File: config.mk
export PLATFORM = sky130hd
export DESIGN_NAME = filt_window
export DESIGN_NICKNAME = d
export VERILOG_FILES = /design/src/rtl/filt_window.sv
export SDC_FILE = /design/constraint.sdc
export NUM_CORES = 2
export LEC_CHECK = 0
export BUFFER_PORTS_ARGS = -buffer_cell sky130_fd_sc_hd__buf_2
export CAP_MARGIN = 15
export CORE_AREA = 5 5 608 610
export CTS_CLUSTER_SIZE = 24
export DETAILED_ROUTE_END_ITERATION = 12
export DIE_AREA = 0 0 613 615
export GPL_TIMING_DRIVEN = 0
export HOLD_SLACK_MARGIN = 0.06
export PLACE_DENSITY = 0.51
export SLEW_MARGIN = 30
export SYNTH_ARGS = -nofsm -noshare
export SYNTH_HDL_FRONTEND = slang
export SYNTH_SLANG_ARGS = --single-unit
File: constraint.sdc
create_clock -name clk -period 6.75 [get_ports clk]
set_input_delay 1.35 -clock clk [delete_from_list [all_inputs] [get_ports clk]]
set_output_delay 1.35 -clock clk [all_outputs]
set_load 0.1 [all_outputs]
File: src/rtl/filt_window.sv
module filt_window #(
  parameter int ENTRIES = 40,
  parameter int WIDTH   = 32
) (
  input  logic                     clk,
  input  logic                     rst_n,
  input  logic                     sel,
  input  logic                     wr_en,
  input  logic                     rd_en,
  input  logic [WIDTH-1:0]         wdata,
  output logic [WIDTH-1:0]         rdata,
  input  logic                     ptr_clr,
  output logic [ENTRIES*WIDTH-1:0] table_flat
);
  localparam int PW = (ENTRIES > 1) ? $clog2(ENTRIES) : 1;
  localparam logic [PW-1:0] LAST = PW'(ENTRIES - 1);

  logic [WIDTH-1:0] mem [ENTRIES];
  logic [PW-1:0]    wr_ptr, rd_ptr;

  function automatic logic [PW-1:0] step(input logic [PW-1:0] p);
    return (p == LAST) ? '0 : p + 1'b1;
  endfunction

  wire            wr_go  = sel & wr_en;
  wire            rd_go  = sel & rd_en & ~wr_en;
  wire [PW-1:0]   wr_eff = ptr_clr ? '0 : wr_ptr;
  wire [PW-1:0]   rd_eff = ptr_clr ? '0 : rd_ptr;

  assign rdata = rd_go ? mem[rd_eff] : '0;

  always_ff @(posedge clk) begin
    if (!rst_n) begin
      wr_ptr <= '0;
      rd_ptr <= '0;
      for (int i = 0; i < ENTRIES; i++) mem[i] <= '0;
    end else begin
      if (wr_go) begin
        mem[wr_eff] <= wdata;
        wr_ptr      <= step(wr_eff);
      end else if (ptr_clr) begin
        wr_ptr <= '0;
      end
      if (rd_go)        rd_ptr <= step(rd_eff);
      else if (ptr_clr) rd_ptr <= '0;
    end
  end

  for (genvar k = 0; k < ENTRIES; k++) begin : g_flat
    assign table_flat[k*WIDTH +: WIDTH] = mem[k];
  end

  p_wr_range_r3: assert property (@(posedge clk) disable iff (!rst_n)
    wr_ptr <= LAST);
  p_rd_range_r5: assert property (@(posedge clk) disable iff (!rst_n)
    rd_ptr <= LAST);
  p_wr_step_r2: assert property (@(posedge clk) disable iff (!rst_n)
    (wr_go && !ptr_clr) |=> wr_ptr == (($past(wr_ptr) == LAST) ? '0 : $past(wr_ptr) + 1'b1));
  p_wr_keeps_rd_r6: assert property (@(posedge clk) disable iff (!rst_n)
    (wr_go && !ptr_clr) |=> $stable(rd_ptr));
  p_clr_idle_r7: assert property (@(posedge clk) disable iff (!rst_n)
    (ptr_clr && !sel) |=> (wr_ptr == '0 && rd_ptr == '0 && $stable(table_flat)));
  p_clr_write_r8: assert property (@(posedge clk) disable iff (!rst_n)
    (ptr_clr && wr_go) |=> (wr_ptr == PW'(1) && rd_ptr == '0));
  p_both_hold_r9: assert property (@(posedge clk) disable iff (!rst_n)
    (sel && wr_en && rd_en && !ptr_clr) |=> $stable(rd_ptr));
  p_idle_r10: assert property (@(posedge clk) disable iff (!rst_n)
    (!sel && !ptr_clr) |=> ($stable(table_flat) && $stable(wr_ptr) && $stable(rd_ptr)));
endmodule

==> load_flow_metrics.sql <==
INSERT INTO impl_metrics (metric_group, metric, value, unit) VALUES
('outcome', 'status', 'finished with violations', ''),
('outcome', 'violated_checks', 'negative setup slack', ''),
('grt', 'grt_util_met1', '0.337', ''),
('grt', 'first_global_vias', '66543', ''),
('setup_path', 'setup.worst_path.class', 'reg2out', ''),
('yosys', 'dominantRegCellSynth', 'edfxtp_1', ''),
('placed_design', 'portBuffers', '1348', ''),
('pwr', 'power.internal', '21.9', 'mW'),
('detailed_routing', 'detail_route.vias_per_cell', '5.45', ''),
('cts', 'htree_levels', '4', ''),
('setup_path', 'worst_setup_path_startpoint', 'rd_ptr[0]', ''),
('timing', 'post-route-period-util', '1.03', ''),
('cts', 'clkSinkCount', '2060', ''),
('timing', 'max-slew-margin-rel', '0.218', ''),
('timing', 'fmax', '144', 'MHz'),
('setup_path', 'timing.rr.start', 'wr_ptr[3]', ''),
('timing', 'timing_hold_violations_final', '0', ''),
('pwr', 'power_frac_comb', '0.157', ''),
('timing', 'unrepaired_setup_endpoints_after_global_routing', 'false', ''),
('pwr', 'switching_share', '0.320', ''),
('die', 'row_count', '222', ''),
('die', 'design.portCount', '1350', ''),
('timing', 'layout_setup_ws', '-179', 'ps'),
('cts', 'clk_root_buffer_cell', 'clkbuf_16', ''),
('yosys', 'syn_area', '90400', 'um2'),
('detailed_routing', 'route.detailed.drc', '0', ''),
('timing', 'tightestPinTransition', '1140', 'ps'),
('setup_path', 'worstPathMaxFanout', '11', ''),
('finish', 'drive_above_1_share', '0.298', ''),
('cts', 'cts.reportedPaths.clkPinSlew', '70', 'ps'),
('yosys', 'synth_area_per_cell', '14.4', 'um2'),
('finish', 'final_net_count', '8057', ''),
('yosys', 'post-synth-top-area-fraction', '0.680', ''),
('timing', 'final_max_slew_viol_count', '0', ''),
('timing', 'setup-violations-final', '19', ''),
('grt', 'antenna_found_initial', '129', ''),
('die', 'floorplan.die.width', '613', 'um'),
('grt', 'grt.met2_usage', '0.492', ''),
('yosys', 'synth_edf_count', '2048', ''),
('timing', 'worst_clock_skew', '66.7', 'ps'),
('die', 'die_y', '615', 'um'),
('cts', 'ctsLongestPathBuffers', '4', ''),
('die', 'die_area', '377000', 'um2'),
('yosys', 'proportion_of_register_bits_with_asynchronous_set_or_reset_after_synthesis', '0', ''),
('worst_hold_path', 'hold_class', 'reg2reg', ''),
('grt', 'grt_start_max_net_pins', '29', ''),
('grt', 'grt_use_total', '0.308', ''),
('pwr', 'power.leakage', '40.8', 'nW'),
('setup_path', 'timing.critical_path.from_type', 'flip-flop', ''),
('detailed_routing', 'ant_nets', '0', ''),
('cts', 'numCtsBuffers', '228', ''),
('timing', 'post-route-min-period', '6930', 'ps'),
('detailed_routing', 'total_number_of_vias', '71160', ''),
('yosys', 'post-synth-top-count-cell', 'edfxtp_1', ''),
('setup_path', 'critPathRequiredTime', '5400', 'ps'),
('yosys', 'synth_nets', '6314', ''),
('yosys', 'synth_sequential_area_ratio', '0.683', ''),
('yosys', 'ys_top_cells_by_count', '2048 x edfxtp_1, 1283 x and2_1, 557 x mux2i_1, 468 x clkbuf_1, 142 x a221oi_1', ''),
('setup_path', 'critical_path_data_arrival_time', '5580', 'ps'),
('pwr', 'seqPwrFrac', '0.459', ''),
('placed_design', 'place.gp.congestion', '1.01', ''),
('setup_path', 'crit_slowest_cell', 'a221oi_1', ''),
('finish', 'finalCoreUtilization', '0.318', ''),
('yosys', 'yosys_warnings', '0', ''),
('die', 'area_of_the_core', '364000', 'um2'),
('placed_design', 'dp_hpwl', '490', 'mm'),
('grt', 'grt_remaining_overflow', '0', ''),
('cts', 'tritoncts', 'yes', ''),
('setup_path', 'worst_setup_path_end_kind', 'output pin', ''),
('yosys', 'synth_seq_cells', '2060', ''),
('pwr', 'power_frac_clock', '0.384', '');
[stage by stage]
stage | setup TNS [ps] | power [mW] | hold slack [ps] | setup slack [ps] | instances
3_3_place_gp | -2314220 | 19.9 | 600 | -3060 | 12438
6_report | -1440 | 32.2 | 608 | -179 | 13067
4_1_cts | -143 | 32.2 | 608 | -143 | 13013
5_1_grt | 0 | 32.7 | 629 | 1.99 | 13016
3_5_place_dp | -12190 | 20.1 | 599 | -852 | 12604
2_1_floorplan | 0 | 18.1 | 547 | 1090 | 6274
[worst paths after layout]
check	depth (start not counted)	slack, ps	endpoint
setup / recovery	10	-180	rdata[6]
hold / removal	2	610	wr_ptr[5]
setup reg to reg	7	3060	mem[9][30]
hold reg to reg	2	610	wr_ptr[5]
[cell usage in the layout (no fill, tap or decap), drive strengths merged, types with 55 or more instances in the layout]
cell type  instances
a21oi            116
o221ai           139
inv              142
nand2b           116
or2              102
edfxtp          2048
and2            1283
diode             55
o22ai             63
nor2              86
or3              105
a221o            103
nand3b           108
o211ai           105
clkinv            90
mux2             106
o2111ai          100
mux2i            557
buf             1637
a221oi           142
clkbuf           756
[registers in the layout, summed over array words and instances, names as in the netlist]
signal  cells
mem      2048
rd_ptr      6
wr_ptr      6
[what timing repair did]
| item | 4_1_cts | 5_1_grt |
|---|---|---|
| setup endpoints to repair | 32 | 6 |
| gates resized for setup | 119 | 8 |
| endpoints found under the hold margin | 0 | 0 |
[metal layers]
metal | share of wire | wire [um]
met4 | 0.11 | 64500
met1 | 0.33 | 202000
met5 | 0.00015 | 92
met3 | 0.10 | 62000
met2 | 0.46 | 276000
[logic make-up after synthesis]
family	Yosys count	synth area share
compound gates	902	0.0788
buf+inv	729	0.0323
mux	663	0.0749
xor+xnor	7	0.000678
flops	2060	0.683
simple gates	1911	0.130
fa+ha+maj	2	0.000277
[power by group through the flow]
stage	Combinational, mW	Sequential [mW]	Clock, mW
2_1_floorplan	0.618	17.5	0
3_3_place_gp	4.79	15.1	0
3_5_place_dp	5.00	15.1	0
4_1_cts	5.02	14.8	12.4
5_1_grt	5.05	14.8	12.8
6_report	5.06	14.8	12.4
[area by class of cell]
| cell class | instances | area (um2) |
|---|---|---|
| clock inverters | 125 | 1090 |
| flip-flops and latches | 2060 | 61700 |
| fillers | 36348 | 248000 |
| plain buffers | 597 | 2660 |
| well taps | 4816 | 6030 |
| multi-input cells | 3485 | 27200 |
| repair buffers | 1514 | 10500 |
| clock buffers | 284 | 5960 |
| inverters | 131 | 492 |
| diodes | 55 | 138 |
[critical path, delay by kind of cell, from the launching register on]
| family | cells | cell delay [ps] |
|---|---|---|
| buffers and inverters | 5 | 2070 |
| AOI/OAI and AO/OA | 4 | 1960 |
| muxes | 1 | 130 |
| DFF | 1 | 320 |
Power figures use the tool's default switching activity.
